### src/rtl/clkmul_pkg.sv
package clkmul_pkg;

   typedef enum logic {
      FEED_IDLE  = 1'b0,
      FEED_ARMED = 1'b1
   } feed_state_e;

   localparam int unsigned CTRL_BITS  = 2;
   localparam int unsigned CTL_EN_IDX = 0;
   localparam int unsigned CTL_CN_IDX = 1;
   localparam int unsigned DIV_LSB    = 16;
   localparam int unsigned STAT_EN    = 24;
   localparam int unsigned STAT_CN    = 25;
   localparam int unsigned STAT_LK    = 26;

endpackage

### src/rtl/clkmul_addr_dec.sv
module clkmul_addr_dec #(
   parameter int unsigned ADDR_W   = 8,
   parameter int unsigned BASE_OFS = 8'h80
) (
   input  logic [ADDR_W-1:0] addr,
   output logic              sel_ctrl,
   output logic              sel_cfg,
   output logic              sel_stat,
   output logic              sel_feed
);
   localparam logic [ADDR_W-1:0] OFS_CTRL = ADDR_W'(BASE_OFS);
   localparam logic [ADDR_W-1:0] OFS_CFG  = ADDR_W'(BASE_OFS + 4);
   localparam logic [ADDR_W-1:0] OFS_STAT = ADDR_W'(BASE_OFS + 8);
   localparam logic [ADDR_W-1:0] OFS_FEED = ADDR_W'(BASE_OFS + 12);

   always_comb begin
      sel_ctrl = (addr == OFS_CTRL);
      sel_cfg  = (addr == OFS_CFG);
      sel_stat = (addr == OFS_STAT);
      sel_feed = (addr == OFS_FEED);
   end
endmodule

### src/rtl/clkmul_feed_seq.sv
module clkmul_feed_seq
   import clkmul_pkg::*;
#(
   parameter int unsigned DATA_W    = 32,
   parameter int unsigned KEY_CMP_W = 32,
   parameter logic [31:0] KEY_FIRST = 32'h0000_00AA,
   parameter logic [31:0] KEY_LAST  = 32'h0000_0055
) (
   input  logic              clk,
   input  logic              rst_n,
   input  logic              acc,
   input  logic              feed_wr,
   input  logic [DATA_W-1:0] wdata,
   output logic              commit
);
   feed_state_e st_q, st_d;
   logic        hit_first, hit_last;

   generate
      if (KEY_CMP_W >= DATA_W) begin : g_full_cmp
         always_comb begin
            hit_first = (wdata == DATA_W'(KEY_FIRST));
            hit_last  = (wdata == DATA_W'(KEY_LAST));
         end
      end else begin : g_part_cmp
         always_comb begin
            hit_first = (wdata[KEY_CMP_W-1:0] == KEY_FIRST[KEY_CMP_W-1:0]);
            hit_last  = (wdata[KEY_CMP_W-1:0] == KEY_LAST[KEY_CMP_W-1:0]);
         end
      end
   endgenerate

   always_comb begin
      st_d   = st_q;
      commit = 1'b0;
      if (acc) begin
         st_d = FEED_IDLE;
         if (feed_wr) begin
            if (st_q == FEED_ARMED) begin
               commit = hit_last;
            end else if (hit_first) begin
               st_d = FEED_ARMED;
            end
         end
      end
   end

   always_ff @(posedge clk or negedge rst_n) begin
      if (!rst_n) st_q <= FEED_IDLE;
      else        st_q <= st_d;
   end
endmodule

### src/rtl/clkmul_hold_shadow.sv
module clkmul_hold_shadow #(
   parameter int unsigned W = 8
) (
   input  logic         clk,
   input  logic         rst_n,
   input  logic         hold_we,
   input  logic [W-1:0] hold_wdata,
   input  logic         commit,
   output logic [W-1:0] hold_q,
   output logic [W-1:0] shadow_q
);
   always_ff @(posedge clk or negedge rst_n) begin
      if (!rst_n) begin
         hold_q   <= '0;
         shadow_q <= '0;
      end else begin
         if (hold_we) hold_q   <= hold_wdata;
         if (commit)  shadow_q <= hold_q;
      end
   end
endmodule

### src/rtl/clkmul_ctrl_bank.sv
module clkmul_ctrl_bank
   import clkmul_pkg::*;
#(
   parameter int unsigned ADDR_W    = 8,
   parameter int unsigned DATA_W    = 32,
   parameter int unsigned MUL_W     = 15,
   parameter int unsigned DIV_W     = 8,
   parameter int unsigned BASE_OFS  = 8'h80,
   parameter int unsigned KEY_CMP_W = 32
) (
   input  logic              clk,
   input  logic              rst_n,
   input  logic [ADDR_W-1:0] bus_addr,
   input  logic              bus_we,
   input  logic [DATA_W-1:0] bus_wdata,
   input  logic              bus_re,
   output logic [DATA_W-1:0] bus_rdata,
   input  logic              lock_in,
   output logic              pll_en,
   output logic              pll_conn,
   output logic [MUL_W-1:0]  pll_mul,
   output logic [DIV_W-1:0]  pll_div
);
   localparam int unsigned CFG_W = MUL_W + DIV_W;

   generate
      if (MUL_W < 1 || MUL_W > DIV_LSB) begin : g_bad_mul
         $error("MUL_W must be 1..16");
      end
      if (DIV_W < 1 || DIV_W > STAT_EN - DIV_LSB) begin : g_bad_div
         $error("DIV_W must be 1..8");
      end
      if (DATA_W < STAT_LK + 1) begin : g_bad_data
         $error("DATA_W too narrow for status");
      end
      if (KEY_CMP_W < 8) begin : g_bad_key
         $error("KEY_CMP_W must cover the key byte");
      end
   endgenerate

   logic sel_ctrl, sel_cfg, sel_stat, sel_feed;
   logic acc, commit;
   logic [CTRL_BITS-1:0] ctl_hold, ctl_shadow;
   logic [CFG_W-1:0]     cfg_hold, cfg_shadow, cfg_wr;

   clkmul_addr_dec #(.ADDR_W(ADDR_W), .BASE_OFS(BASE_OFS)) dec_i (
      .addr(bus_addr), .sel_ctrl(sel_ctrl), .sel_cfg(sel_cfg),
      .sel_stat(sel_stat), .sel_feed(sel_feed)
   );

   assign acc = bus_we | bus_re;

   clkmul_feed_seq #(.DATA_W(DATA_W), .KEY_CMP_W(KEY_CMP_W)) feed_i (
      .clk(clk), .rst_n(rst_n), .acc(acc),
      .feed_wr(bus_we & sel_feed), .wdata(bus_wdata), .commit(commit)
   );

   assign cfg_wr = {bus_wdata[DIV_LSB +: DIV_W], bus_wdata[MUL_W-1:0]};

   clkmul_hold_shadow #(.W(CTRL_BITS)) ctl_i (
      .clk(clk), .rst_n(rst_n), .hold_we(bus_we & sel_ctrl),
      .hold_wdata(bus_wdata[CTRL_BITS-1:0]), .commit(commit),
      .hold_q(ctl_hold), .shadow_q(ctl_shadow)
   );

   clkmul_hold_shadow #(.W(CFG_W)) cfg_i (
      .clk(clk), .rst_n(rst_n), .hold_we(bus_we & sel_cfg),
      .hold_wdata(cfg_wr), .commit(commit),
      .hold_q(cfg_hold), .shadow_q(cfg_shadow)
   );

   assign pll_en   = ctl_shadow[CTL_EN_IDX];
   assign pll_conn = ctl_shadow[CTL_EN_IDX] & ctl_shadow[CTL_CN_IDX] & lock_in;
   assign pll_mul  = cfg_shadow[MUL_W-1:0];
   assign pll_div  = cfg_shadow[CFG_W-1:MUL_W];

   always_comb begin
      bus_rdata = '0;
      if (bus_re) begin
         if (sel_ctrl) begin
            bus_rdata[CTRL_BITS-1:0] = ctl_hold;
         end else if (sel_cfg) begin
            bus_rdata[MUL_W-1:0]       = cfg_hold[MUL_W-1:0];
            bus_rdata[DIV_LSB +: DIV_W] = cfg_hold[CFG_W-1:MUL_W];
         end else if (sel_stat) begin
            bus_rdata[MUL_W-1:0]       = pll_mul;
            bus_rdata[DIV_LSB +: DIV_W] = pll_div;
            bus_rdata[STAT_EN]         = ctl_shadow[CTL_EN_IDX];
            bus_rdata[STAT_CN]         = ctl_shadow[CTL_CN_IDX];
            bus_rdata[STAT_LK]         = lock_in;
         end
      end
   end
endmodule

### config.mk
export PLATFORM = sky130hd
export DESIGN_NAME = clkmul_ctrl_bank
export DESIGN_NICKNAME = d
export VERILOG_FILES = /design/src/rtl/clkmul_pkg.sv /design/src/rtl/clkmul_addr_dec.sv /design/src/rtl/clkmul_feed_seq.sv /design/src/rtl/clkmul_hold_shadow.sv /design/src/rtl/clkmul_ctrl_bank.sv
export SDC_FILE = /design/constraint.sdc
export NUM_CORES = 1
export LEC_CHECK = 0
export ABC_AREA = 1
export ABC_CLOCK_PERIOD_IN_PS = 2100
export CAP_MARGIN = 20
export CORE_MARGIN = 2
export CORE_UTILIZATION = 30
export CTS_CLUSTER_DIAMETER = 150
export CTS_CLUSTER_SIZE = 8
export DETAILED_ROUTE_END_ITERATION = 6
export PLACE_DENSITY = 0.59
export SYNTH_ARGS = -nofsm -noshare
export SYNTH_HDL_FRONTEND = slang
export SYNTH_HIERARCHICAL = 1
export SYNTH_SLANG_ARGS = --single-unit
### constraint.sdc
create_clock -name clk -period 2.1 [get_ports clk]
set_input_delay 0.63 -clock clk [delete_from_list [all_inputs] [get_ports clk]]
set_output_delay 0.63 -clock clk [all_outputs]
set_load 0.01 [all_outputs]
==> Yosys cells after proc, flatten, opt, wreduce, memory -nomap -nowiden <==
Index checks and enable logic that the tools add are counted.
{ "totals": {"regBits": 51, "input_bits": 45, "elab_cells": 33} }
{ "op_classes": {"eq_ne": 6, "muxes": 16, "bitwise_logic": 6} }
{ "ops": {"columns": ["op", "count"], "rows": [
  ["$mux W15", 3],
  ["$mux W11", 3],
  ["$eq A32 B7 Y1 const B", 1],
  ["$eq A32 B8 Y1 const B", 1],
  ["$eq A8 B8 Y1 const B", 4],
  ["$mux W13", 1],
  ["$mux W8", 1],
  ["$mux W1", 6],
  ["$and A1 B1 Y1", 5],
  ["$mux W3", 1],
  ["$mux W2", 1],
  ["$or A1 B1 Y1", 1]
]} }

==> Longest topological paths before layout <==
Gate-level depths: netlist (run 1).
{ "logic_depth": {"word_depth": 5, "mapped_depth": 14, "mapped_depth_nobuf": 13} }

==> By module <==
The synthesis (run 1) kept the hierarchy.
{ "modules_own_cells": {"columns": ["module", "n_inst", "cells_each", "area_per_inst_um2", "seq_area_each_um2"], "rows": [
  ["clkmul_hold_shadow (cfg_i)", 1, 194, 1751.7, 1151.1],
  ["clkmul_ctrl_bank", 1, 111, 539.3, 0.0],
  ["clkmul_feed_seq", 1, 51, 229.0, 25.0],
  ["clkmul_hold_shadow (ctl_i)", 1, 18, 152.6, 100.1],
  ["clkmul_addr_dec", 1, 20, 82.6, 0.0]
]} }

==> Least setup slack after synthesis (run 1) <==
No wires, ideal clock.
{ "synth_timing": {"kind": "input-to-output", "from": "in bus_addr[7]", "to": "out bus_rdata[10]", "t_arrival_ns": 1.557, "required_time_ns": 1.470, "slack_ns": -0.087, "cell_stages": 7, "path_buffers": 1, "path_cell_list": "inv_1 -> nor2_1 -> nand2_1 -> nor2_1 -> buf_4 -> nand3_1 -> a21oi_1"} }
{ "synth_via": {"elab_chain_len": 5, "elab_cells_between_ends": 7, "cone_classes": "3 x eq/ne; 4 x mux"} }
{ "synth_lines": {"columns": ["item", "line", "text"], "rows": [
  ["start: declaration", "clkmul_ctrl_bank.sv:13", "input logic [ADDR_W-1:0] bus_addr,"],
  ["$eq A8 B8 Y1", "clkmul_addr_dec.sv:19", "sel_stat = (addr == OFS_STAT);"],
  ["via sel_stat", "clkmul_ctrl_bank.sv:41", "logic sel_ctrl, sel_cfg, sel_stat, sel_feed;"],
  ["$mux W15", "clkmul_ctrl_bank.sv:85", "end else if (sel_stat) begin"],
  ["$mux W15", "clkmul_ctrl_bank.sv:82", "end else if (sel_cfg) begin"],
  ["$mux W13", "clkmul_ctrl_bank.sv:80", "if (sel_ctrl) begin"],
  ["$mux W15", "clkmul_ctrl_bank.sv:79", "if (bus_re) begin"],
  ["end: declaration", "clkmul_ctrl_bank.sv:17", "output logic [DATA_W-1:0] bus_rdata,"]
]} }
The timed path passes the listed nets, and every way through them passes these cells.

==> Worst setup path in the final report (run 1) <==
{ "layout_timing": {"from": "in bus_addr[0]", "to": "out bus_rdata[2]"} }
{ "layout_via": {"elab_cells_between_ends": 7, "cone_classes": "3 x eq/ne; 4 x mux"} }
{ "layout_lines": {"columns": ["item", "line", "text"], "rows": [
  ["$eq A8 B8 Y1", "clkmul_addr_dec.sv:18", "sel_cfg = (addr == OFS_CFG);"],
  ["via sel_cfg", "clkmul_ctrl_bank.sv:41", null],
  ["$mux W15", "clkmul_ctrl_bank.sv:82", null],
  ["$mux W13", "clkmul_ctrl_bank.sv:80", null],
  ["$mux W15", "clkmul_ctrl_bank.sv:79", null]
]} }
The timed path passes the listed nets, and every way through them passes these cells.

==> flow_summary.json, run 1 <==
{
  "outcome": "finished with violations",
  "violations": "negative setup slack",
  "cpMostUsedCell": "nor2_4",
  "ys_ff_latch": 51,
  "critical_path_arrival_ns": 1.78,
  "start_util": 0.3129,
  "pre_cts_ws_ns": -1.150,
  "hold_viol": 0,
  "ys.warnings.count": 6,
  "vias": 2927,
  "grt_max_degree": 52,
  "layout-drive-gt1-share": 0.3071,
  "finalCriticalPeriod_ns": 2.406,
  "path_cells": "buf_6, nor2_4, nand2_2, nor2_4, buf_12, buf_8, nand2_1, a21oi_2, buf_2",
  "clk_path_buf_depth": 2,
  "drc_errors": 0,
  "io_pins": 102,
  "fp-row-count": 34,
  "cts.clk_slew.worst_paths_ns": 0.10,
  "htreeDepth": 2,
  "clkLatencyLatePin_ns": 0.30,
  "p_leak_nw": 2.228,
  "cp-start-kind": "primary input",
  "grt_pass1_wl_microns": 13280,
  "mostFrequentLayoutCells": "nand2_1, clkdlybuf4s50_1, dfrtp_1",
  "cp_num_buf_inv": 4,
  "synthCells": 394,
  "core_sq_um": 8806,
  "root_buffer": "clkbuf_8",
  "worst-r2r-setup-slack_ns": 0.80,
  "final_antenna_net_count": 0,
  "ys_seq_area_frac": 0.4632,
  "syn_area_sq_um": 2755,
  "cts_sinks": 51,
  "max_stage_delay_ns": 0.17,
  "drt_iter0_drc": 108,
  "cts_tree": "yes",
  "grt_setup_unrepaired": "true",
  "antenna_found_initial": 0,
  "finalMaxSlewViolations": 0,
  "setup_violations": 26,
  "area_growth_pct": 63.67,
  "power_mw": 1.879,
  "cts_inserted_buffers": 5,
  "ir_worst_vdd_v": 0.0002576,
  "cp_top_family": "buffers and inverters",
  "p_per_area_nw_per_um2": 416.7,
  "fin_nets": 578,
  "dieArea_sq_um": 9966,
  "fmax_ghz": 0.4157,
  "syn_avg_cell_area_sq_um": 6.993,
  "r2r_end": "cfg_i/shadow_q[11]$_DFFE_PN0P_",
  "setup_slack_ns": -0.3058,
  "drt-total-wl_microns": 8496,
  "holdBufCountCts": 0,
  "antenna_cells": 0,
  "cp_slowest_cell": "a21oi_2",
  "r2r_start": "feed_i/st_q$_DFFE_PN0P_",
  "setup.worst_path.class": "in2out",
  "cp.depth": 9,
  "drt_first_pass_iters": 4,
  "fin_crit_sh": 1.146,
  "crit_path_start": "bus_addr[0]",
  "grt_pass1_vias": 2761,
  "hpwl_microns": 6011,
  "critPathMaxFanout": 8,
  "worstSetupEndpoint": "bus_rdata[2]",
  "hold_slack_ns": 0.2938,
  "wl_per_cell_microns": 13.23,
  "port_buffers": 95,
  "skew_ns": 0.007713,
  "place_congestion": 0.8298,
  "layout_commonest_cell": "nand2_1",
  "ys_types": 18,
  "grt_overflow_total": 0,
  "reg2reg_depth": 7,
  "required_ns": 1.47,
  "cap_violations": 0,
  "worstSetupEndpointType": "output port",
  "hold_class": "in2async",
  "drt-vias-per-instance": 4.559,
  "die_w_microns": 99.83,
  "die_h_microns": 99.83,
  "track_usage": 0.1675
}
## final cells by class
cell class,count,area [sq um]
timing repair buffer,150,1410
sequential,51,1276
clock buffer,6,82.58
clock inverter,2,16.27
multi-input combinational,302,1488
inverter,23,101.3
fill,845,4297
tap,108,135.1
## registers in the layout (all words and copies together) (netlist names)
register / cells
cfg_i/hold_q: 23
cfg_i/shadow_q: 23
ctl_i/hold_q: 2
ctl_i/shadow_q: 2
feed_i/st_q: 1
## how the worst min path moves through the flow
| stage | start | to | slack, ns | depth (start not counted) |
|---|---|---|---|---|
| 2_1_floorplan | rst_n | cfg_i/hold_q[0]$_DFFE_PN0P_ | 0.33 | 0 |
| 3_3_place_gp | ctl_i/shadow_q[1]$_DFFE_PN0P_ | ctl_i/shadow_q[1]$_DFFE_PN0P_ | 0.46 | 2 |
| 3_5_place_dp | cfg_i/shadow_q[3]$_DFFE_PN0P_ | cfg_i/shadow_q[3]$_DFFE_PN0P_ | 0.48 | 2 |
| 4_1_cts | rst_n | cfg_i/hold_q[5]$_DFFE_PN0P_ | 0.31 | 2 |
| 5_1_grt | rst_n | cfg_i/hold_q[5]$_DFFE_PN0P_ | 0.31 | 2 |
| 6_report | rst_n | feed_i/st_q$_DFFE_PN0P_ | 0.29 | 2 |
## cell usage after synthesis
cell type / instances / area [sq um]
inv_1: 20 / 75.07
nand2_1: 200 / 750.7
inv_2: 3 / 11.26
buf_2: 4 / 20.02
or2_2: 2 / 12.51
nor2_2: 3 / 18.77
nor2_4: 1 / 11.26
nor3_1: 4 / 20.02
nand2_2: 1 / 6.260
nand3_1: 24 / 120.1
conb_1: 1 / 3.750
nand4_1: 1 / 6.260
buf_4: 12 / 90.09
a21oi_1: 21 / 105.1
dfrtp_1: 51 / 1276
o21ai_0: 2 / 10.01
nor2_1: 37 / 138.9
buf_6: 7 / 78.83
## layer usage
layer | vias to the layer above | wire, microns | GRT usage
met5 | - | 0 | 0
met3 | 9 | 341 | 0.02925
met2 | 75 | 4284 | 0.2900
li1 | 1471 | - | -
met1 | 1372 | 3781 | 0.2204
met4 | 0 | 88 | 0.03688
## where the power goes
part	internal, mW	switching (mW)
Combinational	0.145	0.110
Sequential	1.00	0.0205
Clock	0.270	0.330
Total	1.42	0.460
## cell families after synthesis
| logic type | count (synthesis) | share of synthesized area |
|---|---|---|
| flip-flops | 51 | 0.4632 |
| AO/OA/AOI/OAI | 23 | 0.04178 |
| AND/OR/NAND/NOR | 273 | 0.3937 |
| other | 1 | 0.001361 |
| buffers and inverters | 46 | 0.09991 |
## stage by stage
step	std cells	cell area, sq um	setup TNS (ns)	util
floorplan	399	2855	-0.6762	-
global placement	622	4173	-49.97	0.4739
detailed placement	622	4173	-50.63	0.4739
CTS	640	4431	-6.515	0.5031
global route	642	4509	-7.606	0.5121
finish	642	4509	-6.286	0.5121
## what timing repair did
item | 4_1_cts | 5_1_grt
buffers inserted | 10 | 5
cloned | 2 | 2
endpoints found under the hold margin | 0 | 0
pin swaps | 17 | 12
setup endpoints to repair | 75 | 50
resized for setup | 193 | 27
Note: power is estimated with default switching activity, not from simulation.
==> inputs of run 2 (changes only) <==
--- a/config.mk
+++ b/config.mk
@@ -13,7 +13,7 @@
 export CTS_CLUSTER_DIAMETER = 150
 export CTS_CLUSTER_SIZE = 8
 export DETAILED_ROUTE_END_ITERATION = 6
-export PLACE_DENSITY = 0.59
+export SKIP_CTS_REPAIR_TIMING = 1
 export SYNTH_ARGS = -nofsm -noshare
 export SYNTH_HDL_FRONTEND = slang
 export SYNTH_HIERARCHICAL = 1
==> flow_summary.json, run 2 (synthesized netlist as in run 1, its figures left out) <==
{
  "skew_ns": 0.006594,
  "grt_pass1_wl_microns": 12830,
  "ir_worst_vdd_v": 0.0003085,
  "port_buffers": 95,
  "critPathMaxFanout": 5,
  "root_buffer": "clkbuf_8",
  "clkPwrFrac": 0.351,
  "track_usage": 0.1604,
  "area_growth_pct": 65.03,
  "p_sw_mw": 0.4636,
  "fin_crit_sh": 1.151,
  "violations": "negative setup slack",
  "worstSetupEndpointType": "output port",
  "cpMostUsedCell": "nor2_1",
  "grt_setup_unrepaired": "true",
  "reg2reg_depth": 8,
  "fmax_ghz": 0.4138,
  "place_congestion": 0.8078,
  "cp.depth": 11,
  "drt_first_pass_iters": 4,
  "hpwl_microns": 5888,
  "fin_nets": 573,
  "mostFrequentLayoutCells": "nand2_1, clkdlybuf4s50_1, dfrtp_1",
  "p_per_area_nw_per_um2": 431.2,
  "htreeDepth": 2,
  "fp-row-count": 34,
  "cp_slowest_cell": "nor2_4",
  "hold_viol": 0,
  "placed_area_sq_um": 4065,
  "cp_num_buf_inv": 4,
  "path_cells": "buf_4, inv_2, nor2_2, nand2_2, nor2_4, buf_6, nand2_2, nor2_1, nor2_1, nor2_1, buf_2",
  "setup_violations": 26,
  "seqCellArea_sq_um": 1276,
  "reg_top3": "cfg_i/hold_q: 23 flops, cfg_i/shadow_q: 23 flops",
  "dieArea_sq_um": 9966,
  "grt_max_degree": 52,
  "cts_inserted_buffers": 5,
  "layout-drive-gt1-share": 0.3138,
  "outcome": "finished with violations",
  "nFillCells": 872,
  "finalMaxSlewViolations": 0,
  "antenna_cells": 0,
  "cap_violations": 0,
  "critical_path_arrival_ns": 1.79,
  "io_pins": 102,
  "wl_per_cell_microns": 14.43,
  "multi_input_area_sq_um": 1536,
  "worst-r2r-setup-slack_ns": 0.82,
  "p_int_mw": 1.497,
  "final_antenna_net_count": 0,
  "power_frac_seq": 0.522,
  "cts_sinks": 51,
  "max_stage_delay_ns": 0.17,
  "clkLatencyLatePin_ns": 0.31,
  "die_h_microns": 99.83,
  "cp_top_family": "simple AND/OR/NAND/NOR gates",
  "drc_errors": 0,
  "vias": 2916,
  "setup_slack_ns": -0.3167,
  "antenna_found_initial": 0,
  "hold_class": "in2async",
  "finalCriticalPeriod_ns": 2.417,
  "fin_util": 0.5163,
  "required_ns": 1.47,
  "p_leak_nw": 2.212,
  "drt-vias-per-instance": 4.578,
  "core_sq_um": 8806,
  "setup.worst_path.class": "in2out",
  "drt_iter0_drc": 142,
  "final_area_sq_um": 4547,
  "cts_tree": "yes",
  "grt_overflow_total": 0,
  "comb_power_share": 0.127,
  "die_w_microns": 99.83,
  "cts.clk_slew.worst_paths_ns": 0.09,
  "layout_commonest_cell": "nand2_1",
  "clk_path_buf_depth": 2,
  "start_util": 0.3129,
  "drt-total-wl_microns": 9194,
  "p_sw_frac": 0.2364,
  "cp-start-kind": "primary input",
  "grt_pass1_vias": 2589
}
## run 2: cell type report
class | count | area share
Clock buffer | 5 | 0.01513
Clock inverter | 3 | 0.009631
Inverter | 23 | 0.02119
Multi-Input combinational cell | 302 | 0.3379
Sequential cell | 51 | 0.2807
Tap cell | 108 | 0.02972
Timing Repair Buffer | 145 | 0.3057
## run 2: through the flow
stage,worst slack [ns],setup TNS [ns],total power [mW],std cells,hold WS [ns]
after global placement,-1.117,-44.48,1.264,616,0.4666
after global routing,-0.3985,-8.835,2.052,637,0.3200
final,-0.3167,-7.007,1.961,637,0.2942
after detailed placement,-1.124,-44.27,1.266,616,0.4814
after floorplan,-0.03559,-0.6762,1.103,399,0.3344
after CTS,-1.142,-30.27,1.950,624,0.3108
## run 2: final timing paths
| kind | from | to |
|---|---|---|
| max in group asynchronous | rst_n | feed_i/st_q$_DFFE_PN0P_ |
| min in group clk | ctl_i/shadow_q[1]$_DFFE_PN0P_ | ctl_i/shadow_q[1]$_DFFE_PN0P_ |
| setup reg to reg | feed_i/st_q$_DFFE_PN0P_ | ctl_i/shadow_q[0]$_DFFE_PN0P_ |
| hold reg to reg | ctl_i/shadow_q[1]$_DFFE_PN0P_ | ctl_i/shadow_q[1]$_DFFE_PN0P_ |
| setup / recovery | bus_addr[3] | bus_rdata[1] |
| hold / removal | rst_n | cfg_i/hold_q[4]$_DFFE_PN0P_ |
## run 2: layer usage
metal,vias up,GRT usage,part of all wire
met2,72,0.2770,0.52
met4,0,0.04004,0.012
met5,-,0,0
met1,1373,0.2127,0.43
li1,1465,-,-
met3,6,0.02298,0.038
## run 2: power groups by stage
stage | Clock (mW) | Combinational (mW) | Sequential, mW
floorplan | 0 | 0.0661 | 1.04
global placement | 0 | 0.222 | 1.04
detailed placement | 0 | 0.224 | 1.04
CTS | 0.703 | 0.225 | 1.02
global route | 0.752 | 0.273 | 1.03
finish | 0.687 | 0.250 | 1.02
